[src/rtl/barb_pkg.sv]
package barb_pkg;

    localparam int MID_W  = 4;
    localparam int BEAT_W = 5;

    typedef logic [MID_W-1:0]  mid_t;
    typedef logic [BEAT_W-1:0] beat_t;

    typedef enum logic [1:0] {
        TR_IDLE   = 2'b00,
        TR_BUSY   = 2'b01,
        TR_NONSEQ = 2'b10,
        TR_SEQ    = 2'b11
    } xfer_e;

    typedef enum logic [1:0] {
        RSP_OKAY  = 2'b00,
        RSP_ERROR = 2'b01,
        RSP_RETRY = 2'b10,
        RSP_SPLIT = 2'b11
    } resp_e;

    // Result of one arbitration search.
    typedef struct packed {
        logic valid;
        mid_t id;
    } pick_t;

    // Number of beats a burst code implies; 1 for single and open-ended bursts.
    function automatic beat_t burst_beats(input logic [2:0] code);
        case (code)
            3'd2, 3'd3: return beat_t'(4);
            3'd4, 3'd5: return beat_t'(8);
            3'd6, 3'd7: return beat_t'(16);
            default:    return beat_t'(1);
        endcase
    endfunction

endpackage

[src/rtl/barb_beat_track.sv]
module barb_beat_track
    import barb_pkg::*;
(
    input  logic       clk,
    input  logic       rst,
    input  logic       hready,
    input  logic [1:0] htrans,
    input  logic [2:0] hburst,
    input  logic       abort,
    output logic       busy
);

    beat_t left_q;
    beat_t left_nxt;

    // Beats still to be issued after the one accepted this cycle.
    always_comb begin
        left_nxt = left_q;
        if (abort) begin
            left_nxt = '0;
        end else if (hready) begin
            if (htrans == TR_NONSEQ) begin
                left_nxt = burst_beats(hburst) - beat_t'(1);
            end else if (htrans == TR_SEQ && left_q != '0) begin
                left_nxt = left_q - beat_t'(1);
            end
        end
    end

    always_ff @(posedge clk) begin
        if (rst) begin
            left_q <= '0;
        end else begin
            left_q <= left_nxt;
        end
    end

    assign busy = (left_nxt != '0);

    AST_BEAT_FREEZE: assert property (@(posedge clk) disable iff (rst)
        (!hready && !abort) |=> (left_q == $past(left_q))) else $error("beat count moved without ready");

    AST_BEAT_ABORT: assert property (@(posedge clk) disable iff (rst)
        abort |=> (left_q == '0)) else $error("split did not cancel burst");

endmodule

[src/rtl/barb_split_mask.sv]
module barb_split_mask #(
    parameter int NUM_MST = 4
) (
    input  logic               clk,
    input  logic               rst,
    input  logic               split_hit,
    input  logic [NUM_MST-1:0] owner_oh,
    input  logic [NUM_MST-1:0] unmask,
    output logic [NUM_MST-1:0] mask_q,
    output logic [NUM_MST-1:0] mask_nxt
);

    logic [NUM_MST-1:0] set_vec;

    assign set_vec  = split_hit ? owner_oh : '0;
    // A fresh split outranks a same-cycle unmask of the same master.
    assign mask_nxt = (mask_q & ~unmask) | set_vec;

    always_ff @(posedge clk) begin
        if (rst) begin
            mask_q <= '0;
        end else begin
            mask_q <= mask_nxt;
        end
    end

    AST_MASK_SET: assert property (@(posedge clk) disable iff (rst)
        split_hit |=> ((mask_q & $past(owner_oh)) == $past(owner_oh))) else $error("split owner not masked");

    AST_MASK_CLEAR: assert property (@(posedge clk) disable iff (rst)
        !split_hit |=> ((mask_q & $past(unmask)) == '0)) else $error("unmask ignored");

endmodule

[src/rtl/barb_pick.sv]
module barb_pick
    import barb_pkg::*;
#(
    parameter int NUM_MST     = 4,
    parameter bit ROUND_ROBIN = 1'b0
) (
    input  logic [NUM_MST-1:0] elig,
    input  mid_t               start,
    output pick_t              res
);

    generate
        if (ROUND_ROBIN) begin : g_rotate
            always_comb begin
                res = '0;
                // Walk backwards so the nearest candidate after start is written last.
                for (int k = NUM_MST - 1; k >= 0; k--) begin
                    int idx;
                    idx = (int'(start) + k) % NUM_MST;
                    if (elig[idx]) begin
                        res = '{valid: 1'b1, id: mid_t'(idx)};
                    end
                end
            end
        end else begin : g_fixed
            always_comb begin
                res = '0;
                for (int i = NUM_MST - 1; i >= 0; i--) begin
                    if (elig[i]) begin
                        res = '{valid: 1'b1, id: mid_t'(i)};
                    end
                end
            end
        end
    endgenerate

endmodule

[src/rtl/bus_arbiter.sv]
module bus_arbiter
    import barb_pkg::*;
#(
    parameter int NUM_MST     = 4,
    parameter int DFLT_MST    = 0,
    parameter int DUMMY_ID    = 15,
    parameter bit ROUND_ROBIN = 1'b0
) (
    input  logic               clk,
    input  logic               rst,
    input  logic [NUM_MST-1:0] req,
    input  logic [NUM_MST-1:0] lock,
    input  logic               hready,
    input  logic [1:0]         htrans,
    input  logic [2:0]         hburst,
    input  logic [1:0]         hresp,
    input  logic [15:0]        hsplit,
    output logic [NUM_MST-1:0] grant,
    output logic [3:0]         hmaster,
    output logic               hmastlock
);

    localparam mid_t LAST_ID   = mid_t'(NUM_MST - 1);
    localparam mid_t DFLT_MID  = mid_t'(DFLT_MST);
    localparam mid_t DUMMY_MID = mid_t'(DUMMY_ID);

    function automatic logic [NUM_MST-1:0] id_to_oh(input mid_t id);
        logic [NUM_MST-1:0] v;
        v = '0;
        for (int i = 0; i < NUM_MST; i++) begin
            if (id == mid_t'(i)) v[i] = 1'b1;
        end
        return v;
    endfunction

    mid_t gnt_id_q;
    mid_t gnt_nxt;
    mid_t hm_q;
    logic hml_q;

    logic [NUM_MST-1:0] gnt_oh;
    logic [NUM_MST-1:0] hm_oh;
    logic [NUM_MST-1:0] mask_q;
    logic [NUM_MST-1:0] mask_nxt;
    logic [NUM_MST-1:0] elig;
    logic               split_hit;
    logic               burst_busy;
    logic               gnt_ok;
    logic               lock_keep;
    logic               hold;
    mid_t               rr_start;
    pick_t              pick;

    generate
        if (NUM_MST < 16) begin : g_spare_split
            logic unused_hsplit_hi;
            assign unused_hsplit_hi = ^hsplit[15:NUM_MST];
        end
    endgenerate

    assign gnt_oh    = id_to_oh(gnt_id_q);
    assign hm_oh     = id_to_oh(hm_q);
    assign split_hit = (hresp == RSP_SPLIT);

    barb_split_mask #(.NUM_MST(NUM_MST)) u_mask (
        .clk      (clk),
        .rst      (rst),
        .split_hit(split_hit),
        .owner_oh (hm_oh),
        .unmask   (hsplit[NUM_MST-1:0]),
        .mask_q   (mask_q),
        .mask_nxt (mask_nxt)
    );

    barb_beat_track u_beats (
        .clk   (clk),
        .rst   (rst),
        .hready(hready),
        .htrans(htrans),
        .hburst(hburst),
        .abort (split_hit),
        .busy  (burst_busy)
    );

    // Holding only applies to a real, still-unmasked grantee.
    assign gnt_ok    = |(gnt_oh & ~mask_nxt);
    assign lock_keep = gnt_ok && |(gnt_oh & lock);
    assign hold      = gnt_ok && (burst_busy || |(gnt_oh & lock));
    assign elig      = req & ~mask_nxt;

    always_comb begin
        if (gnt_id_q >= LAST_ID) begin
            rr_start = '0;
        end else begin
            rr_start = gnt_id_q + mid_t'(1);
        end
    end

    barb_pick #(.NUM_MST(NUM_MST), .ROUND_ROBIN(ROUND_ROBIN)) u_pick (
        .elig (elig),
        .start(rr_start),
        .res  (pick)
    );

    always_comb begin
        if (hold) begin
            gnt_nxt = gnt_id_q;
        end else if (pick.valid) begin
            gnt_nxt = pick.id;
        end else if (mask_nxt[DFLT_MST]) begin
            gnt_nxt = DUMMY_MID;
        end else begin
            gnt_nxt = DFLT_MID;
        end
    end

    always_ff @(posedge clk) begin
        if (rst) begin
            gnt_id_q <= DFLT_MID;
            hm_q     <= DFLT_MID;
            hml_q    <= 1'b0;
        end else begin
            gnt_id_q <= gnt_nxt;
            if (hready) begin
                hm_q  <= gnt_id_q;
                hml_q <= lock_keep;
            end
        end
    end

    assign grant     = gnt_oh;
    assign hmaster   = hm_q;
    assign hmastlock = hml_q;

    AST_GRANT_ONEHOT: assert property (@(posedge clk) disable iff (rst)
        $onehot0(grant)) else $error("multiple grants");

    AST_OWNER_FREEZE: assert property (@(posedge clk) disable iff (rst)
        !hready |=> ($stable(hmaster) && $stable(hmastlock))) else $error("owner moved while not ready");

    AST_LOCK_KEEP: assert property (@(posedge clk) disable iff (rst)
        lock_keep |=> (gnt_id_q == $past(gnt_id_q))) else $error("locked grant moved");

    AST_BURST_KEEP: assert property (@(posedge clk) disable iff (rst)
        (burst_busy && gnt_ok) |=> $stable(gnt_id_q)) else $error("burst interrupted");

    AST_MASK_EXCL: assert property (@(posedge clk) disable iff (rst)
        ((grant & mask_q) == '0)) else $error("masked master granted");

    AST_ALL_SPLIT: assert property (@(posedge clk) disable iff (rst)
        (&mask_q) |-> (grant == '0 && gnt_id_q == DUMMY_MID)) else $error("all split but not dummy");

endmodule

[config.mk]
export PLATFORM = sky130hd
export DESIGN_NAME = bus_arbiter
export DESIGN_NICKNAME = d
export VERILOG_FILES = /design/src/rtl/barb_pkg.sv /design/src/rtl/barb_beat_track.sv /design/src/rtl/barb_split_mask.sv /design/src/rtl/barb_pick.sv /design/src/rtl/bus_arbiter.sv
export SDC_FILE = /design/constraint.sdc
export NUM_CORES = 1
export LEC_CHECK = 0
export ABC_CLOCK_PERIOD_IN_PS = 3000
export BUFFER_PORTS_ARGS = -buffer_cell sky130_fd_sc_hd__buf_2
export CORE_UTILIZATION = 40
export DETAILED_ROUTE_END_ITERATION = 12
export PLACE_DENSITY = 0.74
export SLEW_MARGIN = 20
export SYNTH_ARGS = -nofsm -noshare
export SYNTH_HDL_FRONTEND = slang
export SYNTH_SLANG_ARGS = --single-unit
[constraint.sdc]
create_clock -name clk -period 3 [get_ports clk]
set_clock_uncertainty 0.15 [all_clocks]
set_input_delay 0.15 -clock clk [delete_from_list [all_inputs] [get_ports clk]]
set_output_delay 0.15 -clock clk [all_outputs]
set_load 0.005 [all_outputs]
# ---- Word level (Yosys, flattened, before mapping)
# Cells that the tools add are included.
dict set report op_classes {
  n_reduce_logical 13
  bitwise 7
  n_eq_ne 15
  addsub 2
  n_mux 23
}
# operator n
set op_table {}
lappend op_table {{$mux 5} 11}
lappend op_table {{$and 4x4->4} 4}
lappend op_table {{$eq 4x2->1 const B} 4}
lappend op_table {{$pmux 5 s3} 1}
lappend op_table {{$eq 3x3->1 const B} 4}
lappend op_table {{$mux 4} 3}
lappend op_table {{$reduce_bool 5->1} 2}
lappend op_table {{$sub 5x1->5 const B} 2}
lappend op_table {{$eq 4x1->1 const B} 2}
lappend op_table {{$logic_not 4->1} 2}
lappend op_table {{$mux 1} 8}
lappend op_table {{$not 4->4} 2}
lappend op_table {{$reduce_or 4->1} 2}
lappend op_table {{$eq 2x2->1 const B} 3}
lappend op_table {{$eq 3x2->1 const B} 2}
lappend op_table {{$reduce_or 2->1} 3}
lappend op_table {{$or 4x4->4} 1}
lappend op_table {{$logic_and 1x1->1} 3}
lappend op_table {{$logic_or 1x1->1} 1}
dict set report totals {
  input_bits 34
  elab_cells 65
  register_bits 18
  output_inout_bits 9
}

# ---- Logic depth before layout (Yosys ltp)
dict set report logic_depth {
  word_depth 13
  ltp_mapped 8
  depth_no_buf 8
}

# ---- By module
# Synthesis repeated with hierarchy kept, for this count alone.
dict set report unflattened {
  hier_cells 150
  area_unflattened_um2 1286.2
}
# module seq_area_each_um2 n_inst area_per_inst_um2 cells_each
set modules_own_cells {}
lappend modules_own_cells {bus_arbiter 180.2 1 616.8 66}
lappend modules_own_cells {barb_beat_track 100.1 1 452.9 54}
lappend modules_own_cells {barb_split_mask 80.1 1 162.7 20}
lappend modules_own_cells {barb_pick 0.0 1 53.8 10}

# ---- Least setup slack after synthesis
# No wires, ideal clock.
dict set report synth_timing {
  kind {flip-flop to flip-flop}
  startpoint {reg u_beats.left_q[0]}
  endpoint {reg gnt_id_q[1]}
  slack_ns 0.880
  stages_incl_launch_ff 9
  path_buffers 0
  setup_time_ns 0.130
  synth_period_minus_slack_ns 2.120
  arrival_ns 1.840
  t_required_ns 2.720
  path_cell_list {dfxtp_1 -> inv_1 -> ha_1 -> nor3b_1 -> or4_1 -> a21oi_2 -> o221ai_2 -> a311oi_1 -> a211oi_2}
}
dict set report synth_via {
  elab_chain_cells 9
}
# element line_no
set synth_lines {}
lappend synth_lines {{start, declared} barb_beat_track.sv:13} ;# beat_t left_q;
lappend synth_lines {{start signal, assigned} barb_beat_track.sv:34} ;# left_q <= left_nxt;
lappend synth_lines {{parallel branches: the longest is 4 deep, another holds $sub 5x1->5} n/a}
lappend synth_lines {{$mux 5 *} barb_beat_track.sv:21} ;# end else if (hready) begin
lappend synth_lines {{$mux 5 *} barb_beat_track.sv:19} ;# if (abort) begin
lappend synth_lines {{$reduce_bool 5->1 *} barb_beat_track.sv:38} ;# assign busy = (left_nxt != '0);
lappend synth_lines {{$logic_or 1x1->1 *} bus_arbiter.sv:88} ;# assign hold = gnt_ok && (burst_busy || |(gnt_oh & lock));
lappend synth_lines {{$logic_and 1x1->1 *} bus_arbiter.sv:88}
lappend synth_lines {{end signal, assigned} bus_arbiter.sv:123} ;# gnt_id_q <= gnt_nxt;
lappend synth_lines {{end, declared} bus_arbiter.sv:36} ;# mid_t gnt_id_q;
# Mark *: on every way between the ends.
# A chain may end at the register's enable or synchronous reset.

# ---- Final worst setup path
# Same ends and word-level chain as after synthesis.

==> results.cfg <==
[run_status]
status = completed

[layout]
utilization_pct = 48.70
drive_above_1_share_pct = 30.32
syn2layout_area_growth_pct = 15.78
antenna_cells = 0
stdcell_count = 186
multiInputGateArea_um2 = 760.7
final_area_mm2 = 0.001331
nets = 192
n_fill_cell = 265
regArea_um2 = 320.3

[job]
drv_cap = 0

[route]
avgViaCountPerCell = 5.817
wl_per_cell_um = 14.28
drt-pass1-iter-count = 4
ant_nets = 0
route.detailed.drc = 0
vias = 1082
wirelength_um = 2656
drt_iter0_markers = 35

[clock_tree]
cts_setup_buffers = 0
cts_tree = yes
clock_latency_ns = 0.30
numCtsBuffers = 3
cts_root_buf = clkbuf_4
clk_pin_slew_ns = 0.10
cts_resized = 0
ctsHoldBuffers = 0
clk_path_buf_depth = 2
cts.sinks = 16
h-tree-depth = 1

[grt]
grt_overflow = 0
antenna_found_initial = 0
grt_pass1_wl_um = 4450
grt_pass1_vias = 1042
grt_usage_pct = 18.20
grt_start_max_net_pins = 17

[synth]
synthTopCellsByCount = dfxtp_1, nor2_1, inv_1
synth.avg_cell_area_um2 = 8.914
synth-seq-area-share_pct = 27.86
syn-instance-count = 129
synth-warning-count = 0
synth_cell_type_count = 56
netlist_area_mm2 = 0.001150
synth_area_leaders = dfxtp_1, nor2_1, mux2i_1
synth-edff-count = 0
synth_area_leader_cell = dfxtp_1
post-synth-top-count-cell = dfxtp_1
synthArstFlopShare_pct = 0
ys_seq_elements = 16
synth_nets = 165
synth_top_flop_cell = dfxtp_1
yosys.area.top_type_share_pct = 27.86

[power_and_ir_drop]
ir_drop_mv = 0.4009
power_leakage_nw = 0.5908
total_power_mw = 0.7537
power_density_mw_per_mm2 = 566.2

[critical_path]
cp_max_fo = 4
crit_arrival_ns = 2.37
end_kind = flop
start_kind = flop
path_class = flop to flop
worstPathRequired_ns = 3.03

[floorplanning]
die_area_mm2 = 0.003093
io_pins = 43
fp.dieH_um = 55.62
coreArea_mm2 = 0.002734
start_util_pct = 42.06
die_w_um = 55.62
fp-row-count = 19

[min_path]
hold_path.class = input port to flop

[place]
io_buffers = 29
pre_cts_slack_ns = 0.6862
dp.cells = 182
dpl.hpwl_um = 2123
place_area_mm2 = 0.001295
routabilityCongestion = 0.8142

[sta]
whs_ns = 0.02075
period_needed_ns = 2.337
tightest_slew_ns = 0.4975
max_slew_margin_pct = 66.83
final_hold_viol_count = 0
layout_setup_ws_ns = 0.6631
setup_violations = 0
finalMaxSlewViolations = 0
rsz0062_at_grt = false
tns_ns = 0
fmax_mhz = 427.9
finalCritPeriodShare_pct = 77.90
-- routing by layer --
| metal | vias to the layer above | track usage (%) | part of all wire, % |
|---|---|---|---|
| met5 | - | 0 | 0 |
| met4 | 0 | 8.214 | 1.8 |
| met3 | 6 | 2.558 | 4.4 |
| met2 | 31 | 32.36 | 48 |
| met1 | 505 | 21.62 | 45 |
| li1 | 540 | - | - |
-- final timing paths --
path	cells after the start	slack (ns)	from	endpoint
max	8	0.66	u_beats.left_q[0]	gnt_id_q[1]
min	4	0.02	hsplit[3]	u_mask.mask_q[3]
max reg2reg	8	0.66	u_beats.left_q[0]	gnt_id_q[1]
min reg2reg	2	0.36	hmastlock	hmastlock
-- critical path, cell delays in order, from the launching register on --
cell	delay [ns]
dfxtp_1	0.36
inv_1	0.08
ha_1	0.23
nor3b_1	0.16
or4_1	0.52
a21oi_2	0.18
o221ai_2	0.15
a311oi_1	0.32
a211oi_2	0.08
-- final cells by class --
class,count,share of cell area (%)
multi-input combinational,98,57.14
sequential,16,24.06
timing repair buffer,29,10.90
tap,31,2.914
clock buffer,4,2.726
inverter,8,2.256
-- where the power goes --
group / internal (mW) / switching (mW)
Sequential: 0.240 / 0.0383
Clock: 0.0740 / 0.0737
Combinational: 0.165 / 0.163
-- registers in the layout, summed over array words and instances (netlist names) --
name / flops
u_beats.left_q: 5
u_mask.mask_q: 4
gnt_id_q: 3
hmaster: 3
hmastlock: 1
-- cell usage in the layout (no fill, tap or decap), types with 2 or more instances in the layout --
cell type and n:
a211oi_1 2, a211oi_2 2, a21bo_2 2, a21o_1 2
a21oi_1 7, buf_2 29, clkbuf_4 3, dfxtp_1 16
ha_1 2, inv_1 8, mux2i_1 4, nand2_1 7
nand2b_1 2, nand3b_1 2, nand4_1 2, nand4b_1 2
nor2_1 13, nor2b_1 6, nor3b_1 3, nor4b_2 2
o211ai_1 2, o21ai_0 3
-- cells by family after synthesis --
| group | Yosys count | share of synthesized area [%] |
|---|---|---|
| AND/OR/NAND/NOR | 52 | 29.49 |
| AO/OA/AOI/OAI | 38 | 28.29 |
| flip-flops | 16 | 27.86 |
| buffers and inverters | 15 | 5.984 |
| multiplexers | 5 | 5.441 |
| adder cells (fa/ha/maj) | 2 | 2.176 |
| XOR/XNOR | 1 | 0.7618 |
Power figures use the tool's default switching activity.
